`src/rtl/wsr_pkg.sv`:
```
// Package: default sizes shared by the observation chain modules.
// Assumes WIN_W is a power of two and HOP_INV is even.
package wsr_pkg;
    localparam int CHAIN_LEN_DEF = 300;
    localparam int HOP_INV_DEF   = 8;
    localparam int WIN_W_DEF     = 4;
endpackage

```
`src/rtl/wsr_rst_filter.sv`:
```
// Module: reset filter. Asserts the internal reset asynchronously when
// rst_n goes low and releases it after two rising clock edges.
// Assumes rst_n may change at any time relative to clk.
module wsr_rst_filter (
    input  logic clk,
    input  logic rst_n,
    output logic srst_n
);
    logic meta_q;
    logic hold_q;

    // Two-flop filter: asynchronous clear, synchronous release
    always_ff @(posedge clk or negedge rst_n) begin
        if (!rst_n) begin
            meta_q <= 1'b0;
            hold_q <= 1'b0;
        end else begin
            meta_q <= 1'b1;
            hold_q <= meta_q;
        end
    end

    assign srst_n = hold_q;

    // Internal reset must be low whenever the input reset is low
    always @(negedge clk) begin
        if (rst_n == 1'b0) begin

            filt_hold_chk: assert (hold_q == 1'b0)
                else $error("filtered reset released while rst_n low");
        end
    end
endmodule

```
`src/rtl/wsr_hop_delay.sv`:
```
// Module: inter-stage delay. A string of HOP_INV inverters between two
// chain stages. Assumes HOP_INV is even, so the output equals the input.
module wsr_hop_delay #(
    parameter int HOP_INV = 8
) (
    input  logic a_i,
    output logic y_o
);
    logic v;

    // Pass the bit through HOP_INV inversions
    always_comb begin
        v = a_i;
        for (int i = 0; i < HOP_INV; i++) begin
            v = ~v;
        end
    end

    assign y_o = v;
endmodule

```
`src/rtl/wsr_shift_chain.sv`:
```
// Module: the shift chain. CHAIN_LEN flops that all advance on each rising
// edge, with a delay hop between neighbours. The tail is presented in
// window order: tail_o[i] is stage CHAIN_LEN-1-i.
// Assumes a synchronous active-low reset from the filter.
module wsr_shift_chain #(
    parameter int CHAIN_LEN = 300,
    parameter int HOP_INV   = 8,
    parameter int WIN_W     = 4
) (
    input  logic             clk,
    input  logic             srst_n,
    input  logic             ser_in,
    output logic [WIN_W-1:0] tail_o
);
    logic [CHAIN_LEN-1:0] stg_q;
    logic [CHAIN_LEN-1:1] hop_d;

    // One delay hop in front of every stage but the first
    for (genvar g = 1; g < CHAIN_LEN; g++) begin : g_hop
        wsr_hop_delay #(.HOP_INV(HOP_INV)) i_hop (
            .a_i (stg_q[g-1]),
            .y_o (hop_d[g])
        );
    end

    // Shift every stage on each edge, clear on reset
    always_ff @(posedge clk) begin
        if (!srst_n) begin
            stg_q <= '0;
        end else begin
            stg_q[0]             <= ser_in;
            stg_q[CHAIN_LEN-1:1] <= hop_d;
        end
    end

    // Tail bits reordered so index 0 is the last stage
    for (genvar t = 0; t < WIN_W; t++) begin : g_tail
        assign tail_o[t] = stg_q[CHAIN_LEN-1-t];
    end


    din_capture_chk: assert property (@(posedge clk) disable iff (!srst_n)
        srst_n |=> stg_q[0] == $past(ser_in));


    hop_keep_chk: assert property (@(posedge clk) disable iff (!srst_n)
        srst_n |=> stg_q[CHAIN_LEN-1] == $past(stg_q[CHAIN_LEN-2]));
endmodule

```
`src/rtl/wsr_window_tap.sv`:
```
// Module: window and data clock. A divide-by-WIN_W counter loads the
// chain tail into the window on its terminal count; the counter MSB is the
// data clock, rising WIN_W/2 cycles after each load.
// Assumes WIN_W is a power of two, at least 2.
module wsr_window_tap #(
    parameter int WIN_W = 4
) (
    input  logic             clk,
    input  logic             srst_n,
    input  logic [WIN_W-1:0] tail_i,
    output logic [WIN_W-1:0] win_o,
    output logic             dclk_o
);
    localparam int CW = (WIN_W > 2) ? $clog2(WIN_W) : 1;
    localparam logic [CW-1:0] ONE  = CW'(1);
    localparam logic [CW-1:0] LAST = CW'(WIN_W - 1);

    logic [CW-1:0]    cnt_q;
    logic [WIN_W-1:0] win_q;

    // Free-running divide counter
    always_ff @(posedge clk) begin
        if (!srst_n) begin
            cnt_q <= '0;
        end else begin
            cnt_q <= cnt_q + ONE;
        end
    end

    // Parallel window load on the terminal count
    always_ff @(posedge clk) begin
        if (!srst_n) begin
            win_q <= '0;
        end else if (cnt_q == LAST) begin
            win_q <= tail_i;
        end
    end

    assign win_o  = win_q;
    assign dclk_o = cnt_q[CW-1];


    win_phase_chk: assert property (@(posedge clk) disable iff (!srst_n)
        !$stable(win_q) |-> $past(cnt_q) == LAST);


    dclk_high_chk: assert property (@(posedge clk) disable iff (!srst_n)
        $rose(dclk_o) |=> dclk_o);


    dclk_low_chk: assert property (@(posedge clk) disable iff (!srst_n)
        $fell(dclk_o) |=> !dclk_o);
endmodule

```
`src/rtl/wsr_obs_chain.sv`:
```
// Module: top of the windowed observation chain. Ties the reset filter,
// the shift chain and the window tap together.
// Assumes HOP_INV even and WIN_W a power of two no larger than CHAIN_LEN.
module wsr_obs_chain
    import wsr_pkg::*;
#(
    parameter int CHAIN_LEN = CHAIN_LEN_DEF,
    parameter int HOP_INV   = HOP_INV_DEF,
    parameter int WIN_W     = WIN_W_DEF
) (
    input  logic             clk_fast,
    input  logic             rst_n,
    input  logic             ser_in,
    output logic [WIN_W-1:0] win_o,
    output logic             dclk_o
);
    logic             srst_n;
    logic [WIN_W-1:0] tail;

    wsr_rst_filter i_filt (
        .clk    (clk_fast),
        .rst_n  (rst_n),
        .srst_n (srst_n)
    );

    wsr_shift_chain #(
        .CHAIN_LEN (CHAIN_LEN),
        .HOP_INV   (HOP_INV),
        .WIN_W     (WIN_W)
    ) i_chain (
        .clk    (clk_fast),
        .srst_n (srst_n),
        .ser_in (ser_in),
        .tail_o (tail)
    );

    wsr_window_tap #(.WIN_W(WIN_W)) i_tap (
        .clk    (clk_fast),
        .srst_n (srst_n),
        .tail_i (tail),
        .win_o  (win_o),
        .dclk_o (dclk_o)
    );
endmodule

```
`config.mk`:
```
export PLATFORM = sky130hd
export DESIGN_NAME = wsr_obs_chain
export DESIGN_NICKNAME = d
export VERILOG_FILES = /design/src/rtl/wsr_pkg.sv /design/src/rtl/wsr_rst_filter.sv /design/src/rtl/wsr_hop_delay.sv /design/src/rtl/wsr_shift_chain.sv /design/src/rtl/wsr_window_tap.sv /design/src/rtl/wsr_obs_chain.sv
export SDC_FILE = /design/constraint.sdc
export NUM_CORES = 1
export LEC_CHECK = 0
export CORE_ASPECT_RATIO = 0.8
export CORE_MARGIN = 3
export CORE_UTILIZATION = 54
export DETAILED_ROUTE_END_ITERATION = 12
export PLACE_DENSITY = 0.73
export SKIP_LAST_GASP = 1
export SLEW_MARGIN = 10
export SYNTH_ARGS = -nofsm -noshare
export SYNTH_HDL_FRONTEND = slang
export SYNTH_SLANG_ARGS = --single-unit
export TNS_END_PERCENT = 5
```
`constraint.sdc`:
```
create_clock -name clk_fast -period 1 [get_ports clk_fast]
set_input_delay 0.15 -clock clk_fast [delete_from_list [all_inputs] [get_ports clk_fast]]
set_output_delay 0.15 -clock clk_fast [all_outputs]
set_load 0.1 [all_outputs]
```
==> impl_metrics.json <==
{
  "status": "finished with violations",
  "violations": "negative setup slack",
  "crit_path_top_delay_cell": "dfrtp_4",
  "async_flop_share": 0.006494,
  "synth_nets": 658,
  "ir_drop_mv": 1.421,
  "p_leak_nw": 4.156,
  "io_pins": 8,
  "synth.cell_area_um2": 8458,
  "netlist-cell-type-count": 11,
  "drive_gt1_frac": 0.1105,
  "slowest_delay_ns": 0.54,
  "clkPwrFrac": 0.444,
  "avgSynthCellArea_um2": 12.93,
  "routed_wl_mm": 11.95,
  "p_int_w": 0.01860,
  "area_growth_syn_to_layout_pct": 17.37,
  "ys_ff_latch": 308,
  "reg2reg_slack_ns": -0.21,
  "clk_latency_ns": 0.52,
  "antenna_found_initial": 0,
  "ant_nets": 0,
  "clk_path_buf_depth": 3,
  "switchingPower_w": 0.004384,
  "cts_tree": "done",
  "grt_max_degree": 73,
  "gp_congestion": 0.6587,
  "holdCritStartpoint": "ser_in",
  "drt_iter0_drc": 119,
  "cp.required_ns": 1.41,
  "regToRegStartpoint": "i_filt.srst_n$_DFF_PN0_",
  "final-hold-violation-count": 0,
  "cp-end-kind": "flip-flop",
  "synth.area.top_cells": "dfxtp_1, and2_1, buf_6",
  "holdWs_ns": 0.2137,
  "synthFlopType": "dfxtp_1",
  "drc_errors": 0,
  "numClockSinks": 308,
  "overflow": 0,
  "start_util": 0.5578,
  "cts-buffers-inserted": 26,
  "seqPwrFrac": 0.535,
  "cp_max_fo": 72,
  "worst_ep_arrival_time_ns": 1.61,
  "r2r_end": "i_chain.stg_q[125]$_SDFF_PN0_",
  "worstPathCellList": "buf_8 -> buf_12 -> and2_1",
  "sw_frac_of_total": 0.1907,
  "crit_end": "i_chain.stg_q[125]$_SDFF_PN0_",
  "synth_top_cell_by_area": "dfxtp_1",
  "yosys-top-cells-count": "dfxtp_1, and2_1, buf_6",
  "cts_max_level": 1,
  "vias": 3917,
  "die_w_um": 145.9,
  "synth_edf_count": 0,
  "synth.most_common_cell": "dfxtp_1",
  "maxCapViolations": 0,
  "n_antenna_cell": 0,
  "rows": 40,
  "routedWlPerCell_um": 13.17,
  "max_freq_mhz": 829.1,
  "fin_crit_sh": 1.206,
  "first_pass_iters": 3,
  "viasPerCell": 4.319,
  "clkTransAtPathRegs_ns": 0.06,
  "yosysSeqAreaShare": 0.7302,
  "slew_violations": 0,
  "cpLargestDelayFamily": "flip-flops",
  "cp_num_buf_inv": 2,
  "cp-start-kind": "flip-flop",
  "port_buffers": 7,
  "cts-root-buf": "clkbuf_16",
  "combPwrFrac": 0.021,
  "crit_cells": 3,
  "synth_top_area_frac": 0.7243,
  "grt_pass1_wl_mm": 18.84,
  "fin_nets": 682,
  "setup_ws_ns": -0.2062,
  "period_needed_ns": 1.206,
  "coreArea_um2": 15160,
  "die_area_um2": 17210,
  "hpwl_mm": 4.712,
  "p_total_w": 0.02298,
  "min_path_type": "primary input to flip-flop",
  "crit_start": "i_filt.srst_n$_DFF_PN0_",
  "netlist_instances": 654,
  "n_fill_cell": 1072,
  "rr_worst_depth": 3,
  "finClkSkew_ns": 0.007269,
  "die_y_um": 117.9,
  "rsz0062_at_grt": "yes",
  "grt_pass1_vias": 4024,
  "yosysWarnings": 0,
  "critPathKind": "flip-flop to flip-flop",
  "track_usage": 0.1313,
  "setup_viol": 311,
  "power_density_nw_per_um2": 2315
}
==> state kept, by name, summed over array words and instances, names as in the netlist <==
register       flops
i_chain.stg_q    300
i_filt.srst_n      1
i_filt.meta_q      1
i_tap.win_o        4
i_tap.cnt_q        2
==> per-stage QoR <==
step	setup slack, ns	utilization	instances	setup TNS (ns)	cell area (um2)
finish	-0.2062	0.6546	907	-41.25	9927
CTS	-0.2189	0.6422	896	-44.93	9738
detailed placement	-0.05291	0.5681	840	-7.760	8615
global placement	-0.03035	0.5681	840	-3.186	8615
global route	-0.2395	0.6546	907	-51.53	9927
floorplan	-0.1385	-	654	-0.6023	8487
==> power by group through the flow <==
stage	Clock [W]	Combinational (W)	Sequential (W)
finish	0.0102	0.000473	0.0123
detailed placement	0	0.000238	0.0126
floorplan	0	0.000224	0.0126
CTS	0.0104	0.000380	0.0123
global route	0.0109	0.000515	0.0123
global placement	0	0.000227	0.0126
==> cell families after synthesis <==
logic type                 count (synthesis)  synth area share
muxes                                      4          0.004734
and+or+nand+nor                          306            0.2263
adders and majority gates                  1          0.001479
buffers and inverters                     34           0.03683
DFF                                      308            0.7302
other                                      1         0.0004434
==> cell usage in the layout, fill, tap and decap left out, types with 2 or more instances in the layout <==
cell type          n
buf_6              3
buf_4              3
nor2b_1            5
and2_1           300
bufinv_16          3
clkdlybuf4s50_1    2
clkbuf_16         33
clkbuf_8           5
dfxtp_1          301
mux2i_1            4
buf_12             6
dfxtp_2            4
clkinv_2           7
clkbuf_1           5
buf_16             6
bufbuf_16          2
==> worst register-to-register path, delay by kind of cell, from the launching register on <==
family	cells	cell delay, ns
flip-flops	1	0.54
AND/OR/NAND/NOR	1	0.20
buffers and inverters	2	0.35
==> worst min-delay path by stage <==
| stage | end | cells past startpoint | slack (ns) |
|---|---|---|---|
| final | i_chain.stg_q[0]$_SDFF_PN0_ | 2 | 0.21 |
| after global routing | i_chain.stg_q[0]$_SDFF_PN0_ | 2 | 0.23 |
| after detailed placement | i_filt.meta_q$_DFF_PN0_ | 1 | 0.33 |
| after global placement | i_filt.meta_q$_DFF_PN0_ | 1 | 0.33 |
| after floorplan | i_filt.meta_q$_DFF_PN0_ | 0 | -0.15 |
| after CTS | i_chain.stg_q[0]$_SDFF_PN0_ | 2 | 0.20 |
==> what timing repair did <==
action / 4_1_cts / 5_1_grt
setup endpoints to repair: 249 / 311
hold buffers: 1 / 0
setup buffers: 2 / 4
endpoints found under the hold margin: 2 / 0
resized for setup: 2 / 9
cloned: 6 / 7
==> cell type report <==
| type | instances | area, um2 | area share |
|---|---|---|---|
| multi-input cells | 312 | 1986 | 0.2000 |
| well taps | 210 | 262.8 | 0.02647 |
| flip-flops and latches | 308 | 6188 | 0.6234 |
| repair buffers | 30 | 601.8 | 0.06063 |
| clock buffers | 37 | 763.2 | 0.07688 |
| clock inverters | 10 | 125.1 | 0.01260 |
==> layer usage <==
| layer | share of wire | vias to the layer above | global-route usage |
|---|---|---|---|
| met4 | 0.031 | 0 | 0.05575 |
| met1 | 0.50 | 1834 | 0.1764 |
| met5 | 0 | - | 0 |
| met3 | 0.026 | 25 | 0.03233 |
| met2 | 0.45 | 35 | 0.2039 |
| li1 | - | 2023 | - |
Note: power is estimated with default switching activity, not from simulation.
